<file path="config.mk">
export PLATFORM = sky130hd
export DESIGN_NAME = dual_clk_updown_cnt
export DESIGN_NICKNAME = d
export VERILOG_FILES = /design/src/rtl/cnt_pkg.sv /design/src/rtl/cnt_edge_det.sv /design/src/rtl/cnt_step_dec.sv /design/src/rtl/cnt_core.sv /design/src/rtl/cnt_cascade.sv /design/src/rtl/dual_clk_updown_cnt.sv
export SDC_FILE = /design/constraint.sdc
export NUM_CORES = 1
export LEC_CHECK = 0
export CORE_AREA = 10 10 47 49
export DETAILED_ROUTE_END_ITERATION = 7
export DIE_AREA = 0 0 57 59
export PLACE_DENSITY = 0.76
export SETUP_SLACK_MARGIN = 0.3
export SYNTH_ARGS = -nofsm -noshare
export SYNTH_HDL_FRONTEND = slang
export SYNTH_SLANG_ARGS = --single-unit
</file>
<file path="constraint.sdc">
create_clock -name clk_i -period 4 [get_ports clk_i]
set_clock_uncertainty 0.05 [all_clocks]
set_input_delay 1 -clock clk_i [delete_from_list [all_inputs] [get_ports clk_i]]
set_output_delay 1 -clock clk_i [all_outputs]
set_load 0.01 [all_outputs]
</file>
<file path="src/rtl/cnt_pkg.sv">
package cnt_pkg;
  typedef enum logic [1:0] {
    STEP_HOLD = 2'd0,
    STEP_UP   = 2'd1,
    STEP_DN   = 2'd2
  } step_e;

  localparam int unsigned CH_UP = 0;
  localparam int unsigned CH_DN = 1;
  localparam int unsigned N_CH  = 2;
endpackage

</file>
<file path="src/rtl/cnt_edge_det.sv">
module cnt_edge_det #(
  parameter int unsigned N = 2
) (
  input  logic         clk_i,
  input  logic         rst_ni,
  input  logic [N-1:0] lvl_i,
  output logic [N-1:0] rise_o
);
  logic [N-1:0] hist_q;

  for (genvar g = 0; g < N; g++) begin : g_ch
    // history resets high so a level already high at release is not an edge
    always_ff @(posedge clk_i or negedge rst_ni) begin
      if (!rst_ni) hist_q[g] <= 1'b1;
      else         hist_q[g] <= lvl_i[g];
    end
    assign rise_o[g] = lvl_i[g] & ~hist_q[g];
  end
endmodule

</file>
<file path="src/rtl/cnt_step_dec.sv">
module cnt_step_dec
  import cnt_pkg::*;
(
  input  logic [N_CH-1:0] lvl_i,
  input  logic [N_CH-1:0] rise_i,
  input  logic            load_ni,
  input  logic            clr_i,
  output step_e           step_o
);
  logic up_ok, dn_ok, ctl_idle;

  assign ctl_idle = load_ni & ~clr_i;
  // an edge counts only while the other input is high and not rising itself
  assign up_ok = rise_i[CH_UP] & lvl_i[CH_DN] & ~rise_i[CH_DN];
  assign dn_ok = rise_i[CH_DN] & lvl_i[CH_UP] & ~rise_i[CH_UP];

  always_comb begin
    step_o = STEP_HOLD;
    if (ctl_idle) begin
      if (up_ok)      step_o = STEP_UP;
      else if (dn_ok) step_o = STEP_DN;
    end
  end
endmodule

</file>
<file path="src/rtl/cnt_core.sv">
module cnt_core
  import cnt_pkg::*;
#(
  parameter int unsigned W = 4
) (
  input  logic         clk_i,
  input  logic         rst_ni,
  input  step_e        step_i,
  input  logic         load_ni,
  input  logic         clr_i,
  input  logic [W-1:0] data_i,
  output logic [W-1:0] count_o
);
  localparam logic [W-1:0] ONE = {{(W-1){1'b0}}, 1'b1};

  logic [W-1:0] cnt_q, cnt_d;

  always_comb begin
    cnt_d = cnt_q;
    unique case (step_i)
      STEP_UP: cnt_d = cnt_q + ONE;
      STEP_DN: cnt_d = cnt_q - ONE;
      default: cnt_d = cnt_q;
    endcase
    if (!load_ni) cnt_d = data_i;
    if (clr_i)    cnt_d = '0;
  end

  always_ff @(posedge clk_i or negedge rst_ni) begin
    if (!rst_ni) cnt_q <= '0;
    else         cnt_q <= cnt_d;
  end

  // level controls reach the output in the same cycle
  always_comb begin
    if (clr_i)         count_o = '0;
    else if (!load_ni) count_o = data_i;
    else               count_o = cnt_q;
  end
endmodule

</file>
<file path="src/rtl/cnt_cascade.sv">
module cnt_cascade #(
  parameter int unsigned W = 4
) (
  input  logic [W-1:0] count_i,
  input  logic         up_i,
  input  logic         dn_i,
  output logic         carry_no,
  output logic         borrow_no
);
  logic at_top, at_bot;

  assign at_top    = &count_i;
  assign at_bot    = ~|count_i;
  assign carry_no  = ~(at_top & ~up_i);
  assign borrow_no = ~(at_bot & ~dn_i);
endmodule

</file>
<file path="src/rtl/dual_clk_updown_cnt.sv">
module dual_clk_updown_cnt
  import cnt_pkg::*;
#(
  parameter int unsigned W = 4
) (
  input  logic         clk_i,
  input  logic         rst_ni,
  input  logic         up_i,
  input  logic         dn_i,
  input  logic         load_ni,
  input  logic         clr_i,
  input  logic [W-1:0] data_i,
  output logic [W-1:0] count_o,
  output logic         carry_no,
  output logic         borrow_no
);
  logic [N_CH-1:0] lvl, rise;
  step_e           step;

  assign lvl[CH_UP] = up_i;
  assign lvl[CH_DN] = dn_i;

  cnt_edge_det #(.N(N_CH)) u_edge (
    .clk_i  (clk_i),
    .rst_ni (rst_ni),
    .lvl_i  (lvl),
    .rise_o (rise)
  );

  cnt_step_dec u_dec (
    .lvl_i   (lvl),
    .rise_i  (rise),
    .load_ni (load_ni),
    .clr_i   (clr_i),
    .step_o  (step)
  );

  cnt_core #(.W(W)) u_core (
    .clk_i   (clk_i),
    .rst_ni  (rst_ni),
    .step_i  (step),
    .load_ni (load_ni),
    .clr_i   (clr_i),
    .data_i  (data_i),
    .count_o (count_o)
  );

  cnt_cascade #(.W(W)) u_casc (
    .count_i   (count_o),
    .up_i      (up_i),
    .dn_i      (dn_i),
    .carry_no  (carry_no),
    .borrow_no (borrow_no)
  );
endmodule

</file>
After elaboration in Yosys (flattened, before gate mapping)
Cells that the tools add are included.
Storage, ports and cells
  flip-flop bits (word level): 6
  input port bits: 10
  output and inout bits: 6
Operators by class
  add/sub/neg operators: 2
  equality and inequality tests: 3
  mux-type cells: 8
  bitwise logic cells: 18
  reduce and logical (&&, ||, !) cells: 3
Operators by type and width (count)
  4-bit two-way mux: 4
  1-bit bitwise AND: 9
  1-bit NOT: 9
  4-bit one-hot mux with 2 select lines: 1
  2-bit two-way mux: 3
  4-bit by 1-bit adder with 4-bit output, second input constant: 1
  4-bit by 1-bit != test with 1-bit output, second input constant: 1
  4-bit AND reduction: 1
  4-bit OR reduction: 1
  4-bit by 1-bit subtractor with 4-bit output, second input constant: 1
  2-bit by 1-bit equality test with 1-bit output, second input constant: 1
  2-bit equality test, second input constant: 1
  1-bit zero test: 1

Logic depth before layout (Yosys ltp)
  depth in word-level cells: 11
  gate-level depth with buffers: 11
  gate-level depth less buffers: 9

Hierarchy
Synthesis repeated with hierarchy kept, for this count alone.
Unflattened totals
  cell total of the unflattened synthesis: 58
  area, all modules: 533.0 um^2
Modules (own cells, without submodules)
  cnt_core: instances 1, cells each 44, area an instance 386.6 um^2
  cnt_edge_det: instances 1, cells each 4, area an instance 80.1 um^2
  cnt_step_dec: instances 1, cells each 5, area an instance 41.3 um^2
  cnt_cascade: instances 1, cells each 5, area an instance 25.0 um^2

Worst setup path after synthesis
OpenSTA, ideal clock, no wires.
  path kind: input port to flip-flop
  from: in load_ni
  to: reg u_core.cnt_q[2]
  data arrival time: 3001 ps
  required time: 3851 ps
  setup slack: 850 ps
  cell stages on the path: 11
  cells stage by stage: buf_2 buf_2 and4b_1 and3b_1 ha_1 xor2_1 ha_1 a21oi_1 xor2_1 or3_1 a311oi_1
On the way
  word-level cells in the longest chain between the ends: 6
Ends and longest elaborated chain
  start: declaration: line dual_clk_updown_cnt.sv:10  | input logic load_ni,
  1-bit bitwise AND: line cnt_step_dec.sv:12  | assign ctl_idle = load_ni & ~clr_i;
  2-bit two-way mux: line cnt_step_dec.sv:19  | if (ctl_idle) begin
  2-bit equality test or 2-bit by 1-bit equality test with 1-bit output (tied branches): line cnt_core.sv:20  | unique case (step_i)
  4-bit one-hot mux with 2 select lines: line cnt_core.sv:20
  4-bit two-way mux: line cnt_core.sv:25  | if (!load_ni) cnt_d = data_i;
  4-bit two-way mux: line cnt_core.sv:26  | if (clr_i) cnt_d = '0;
  end signal: assignment: line cnt_core.sv:31  | else cnt_q <= cnt_d;
  end: declaration: line cnt_core.sv:16  | logic [W-1:0] cnt_q, cnt_d;
Parallel ways exist; a longest one is shown, timed or not.
A chain may end at the register's enable or synchronous reset.

Worst setup path after layout
  from: in load_ni
  to: out carry_no
On the way
  word-level cells in the longest chain between the ends: 5
Ends and longest elaborated chain
  4-bit two-way mux: line cnt_core.sv:37  | else if (!load_ni) count_o = data_i;
  4-bit two-way mux: line cnt_core.sv:36  | if (clr_i) count_o = '0;
  4-bit AND reduction: line cnt_cascade.sv:12  | assign at_top = &count_i;
  1-bit bitwise AND: line cnt_cascade.sv:14  | assign carry_no = ~(at_top & ~up_i);
  1-bit NOT: line cnt_cascade.sv:14
  end: declaration: line dual_clk_updown_cnt.sv:14  | output logic carry_no,
No other way between the ends.

==> flow_metrics.py <==
metrics = {
    "sta": {
        "holdWs_ns": 0.5918,
        "finalHoldViolations": 0,
        "fin_crit_sh": 0.8817,
        "relSlewSlack": 0.8106,
        "fmax_ghz": 0.2835,
        "finalSetupViolCount": 0,
        "max_slew.worst_pin.slew_ns": 0.2824,
        "fin_tns_setup_ns": 0,
        "finalWorstSetupSlack_ns": 0.4732,
        "rsz0062_at_grt": "false",
        "post-route-min-period_ns": 3.527,
        "slew_violations": 0,
    },
    "power_and_ir_drop": {
        "power.total_uw": 172.4,
        "ir_drop_uv": 112.3,
        "power.share.clock": 0.348,
        "p_int_uw": 128.3,
        "p_sw_frac": 0.2558,
        "power_frac_comb": 0.250,
        "powerDensity_nw_per_um2": 242.2,
        "leakagePower_nw": 0.3172,
        "seqPwrFrac": 0.402,
        "p_switching_uw": 44.12,
    },
    "cells_and_area": {
        "ff_latch_area_sq_um": 152.6,
        "drive_above_1_share": 0.1711,
        "syn2layout_area_growth_pct": 48.18,
        "final_util": 0.5080,
        "final_area_sq_um": 711.9,
        "finalNonFillerCells": 92,
        "fillCellCount": 137,
        "diodes": 0,
        "multi_input_area_sq_um": 314.1,
        "nets": 90,
    },
    "critical_path": {
        "cp_slowest_stage_delay_ns": 0.49,
        "crit_top_cell": "buf_4",
        "crit_fanout": 7,
        "required_ns": 2.95,
        "arrival_ns": 2.48,
        "cp-end-kind": "output port",
        "slowest_stage": "clkdlybuf4s50_1",
        "start_kind": "input port",
        "ff2ff_path_depth": 8,
        "cpLargestDelayFamily": "buffers and inverters",
        "path_depth": 7,
        "critPathKind": "in -> out",
        "path_cells": "dlygate4sd2_1, buf_4, nand2_1, a21oi_1, buf_4, nand4_1, clkdlybuf4s50_1",
        "cp_num_buf_inv": 4,
    },
    "synthesis": {
        "async_flop_share": 1.000,
        "ys_warn_count": 0,
        "yosysTopAreaCell": "dfrtp_1",
        "synth_flop_cell": "dfrtp_1",
        "synth-edff-count": 0,
        "synthCells": 53,
        "synth_commonest_cells": "nor2_1 (7), a21oi_1 (5), dfrtp_1 (4), mux2i_1 (4)",
        "yosys-top-cells-area": "dfrtp_1 (21%), dfstp_2 (11%), mux2i_1 (8.3%), ha_1 (7.8%), nor2_1 (5.5%)",
        "ys_ff_latch": 6,
        "ys_types": 26,
        "syn_nets": 66,
        "syn_area_per_cell_sq_um": 9.065,
        "netlist_area_sq_um": 480.5,
        "ys_seq_area_frac": 0.3177,
        "yosysMostFrequentCell": "nor2_1",
        "synth.top_cell.area_share": 0.2083,
    },
    "min_path": {
        "min_path_type": "reg -> reg",
        "hold_depth": 2,
    },
    "die": {
        "initial_utilization": 0.3429,
        "die-area_sq_um": 3363,
        "die_x_um": 57,
        "core-area_sq_um": 1401,
        "die_height_um": 59,
        "ioPinCount": 16,
        "row_count": 14,
    },
    "clock_network": {
        "cts_tree": "built",
        "insertion_delay_ns": 0.25,
        "cts.sinks": 6,
        "cts_resized": 3,
        "cts_inserted_buffers": 3,
        "cts-root-buf": "clkbuf_4",
        "clk_pin_slew_ns": 0.05,
        "clock_tree.htree_level_count": 1,
        "clockBufferDepth": 2,
        "cts_hold_buf": 0,
        "postCtsSetupBuffers": 0,
    },
    "drt": {
        "vias_per_cell": 5.141,
        "routed_wirelength_um": 1160,
        "num_vias": 473,
        "drt-wirelength-per-cell_um": 12.61,
        "ant_nets": 0,
        "remaining_drc_errors": 0,
        "drt_first_iter_violations": 12,
        "dr.pass1.iters": 4,
    },
    "global_routing": {
        "gr-total-overflow": 0,
        "grt_max_degree": 8,
        "grt_pass1_wl_um": 2028,
        "grt_pass1_vias": 509,
        "antenna_found_initial": 0,
        "grtUsageTotal": 0.07529,
    },
    "placement": {
        "portBuffers": 15,
        "dpl_cell_area_sq_um": 689.4,
        "place_inst": 88,
        "pre_cts_ws_ns": 0.05833,
        "gp_congestion": 0.7872,
    },
    "job": {
        "max-cap-violations": 0,
    },
    "run_status": {
        "status": "finished, final reports clean",
    },
}
-- state kept, by name, indices dropped and copies added, names as in the netlist --
signal	flops
u_edge.hist_q	2
u_core.cnt_q	4
-- layer usage --
metal / wire (um) / part of all wire / global-route usage
met1: 515 / 0.44 / 0.07271
met4: 26 / 0.022 / 0.06040
met2: 497 / 0.43 / 0.1194
met3: 120 / 0.10 / 0.03863
met5: 0 / 0 / 0
-- cell usage in the layout (no fill, tap or decap), drive strengths merged, types with 2 or more instances in the layout --
master / netlist / routed
buf: 2 / 7
a21oi: 5 / 5
nor2: 7 / 7
dfrtp: 4 / 4
dfstp: 2 / 2
mux2i: 4 / 4
and3b: 2 / 2
clkdlybuf4s50: 0 / 12
a211oi: 2 / 2
ha: 3 / 3
dlygate4sd2: 0 / 3
nor2b: 2 / 2
clkbuf: 1 / 4
xor2: 3 / 3
nand2: 3 / 3
o21ai: 2 / 2
-- power by group through the flow --
stage	logic [mW]	clock network, mW	registers [mW]
2_1_floorplan	0.0200	0	0.0691
3_3_place_gp	0.0445	0	0.0699
3_5_place_dp	0.0448	0	0.0701
4_1_cts	0.0438	0.0617	0.0693
5_1_grt	0.0478	0.0638	0.0701
6_report	0.0431	0.0600	0.0693
-- worst min-delay path, stage by stage, from the launching register on --
cell and delay, ns:
dfrtp_1 0.42, o21ai_0 0.10, a311oi_1 0.09
-- worst paths after layout --
kind	startpoint	end	slack, ns
min reg2reg	u_core.cnt_q[2]	u_core.cnt_q[2]	0.59
max in group asynchronous	rst_ni	u_edge.hist_q[0]	2.70
max reg2reg	u_edge.hist_q[1]	u_core.cnt_q[2]	1.71
max	load_ni	carry_no	0.47
min in group asynchronous	rst_ni	u_core.cnt_q[1]	0.93
min	u_core.cnt_q[2]	u_core.cnt_q[2]	0.59
-- area by class of cell --
| class | instances | area share |
|---|---|---|
| clock buffer | 4 | 0.03691 |
| multi-input combinational | 44 | 0.4411 |
| sequential | 6 | 0.2144 |
| tap | 16 | 0.02812 |
| timing repair buffer | 22 | 0.2794 |
-- logic make-up (layout without fill, tap and decap cells) --
| family | count (synthesis) | after routing | synth area share |
|---|---|---|---|
| xor gates and xnor gates | 4 | 4 | 0.07293 |
| muxes | 4 | 4 | 0.08334 |
| DFF | 6 | 6 | 0.3177 |
| and+or+nand+nor | 21 | 21 | 0.2501 |
| buffers and inverters | 3 | 26 | 0.02864 |
| AOI/OAI and AO/OA | 12 | 12 | 0.1692 |
| adders and majority gates | 3 | 3 | 0.07813 |
Power figures use the tool's default switching activity.
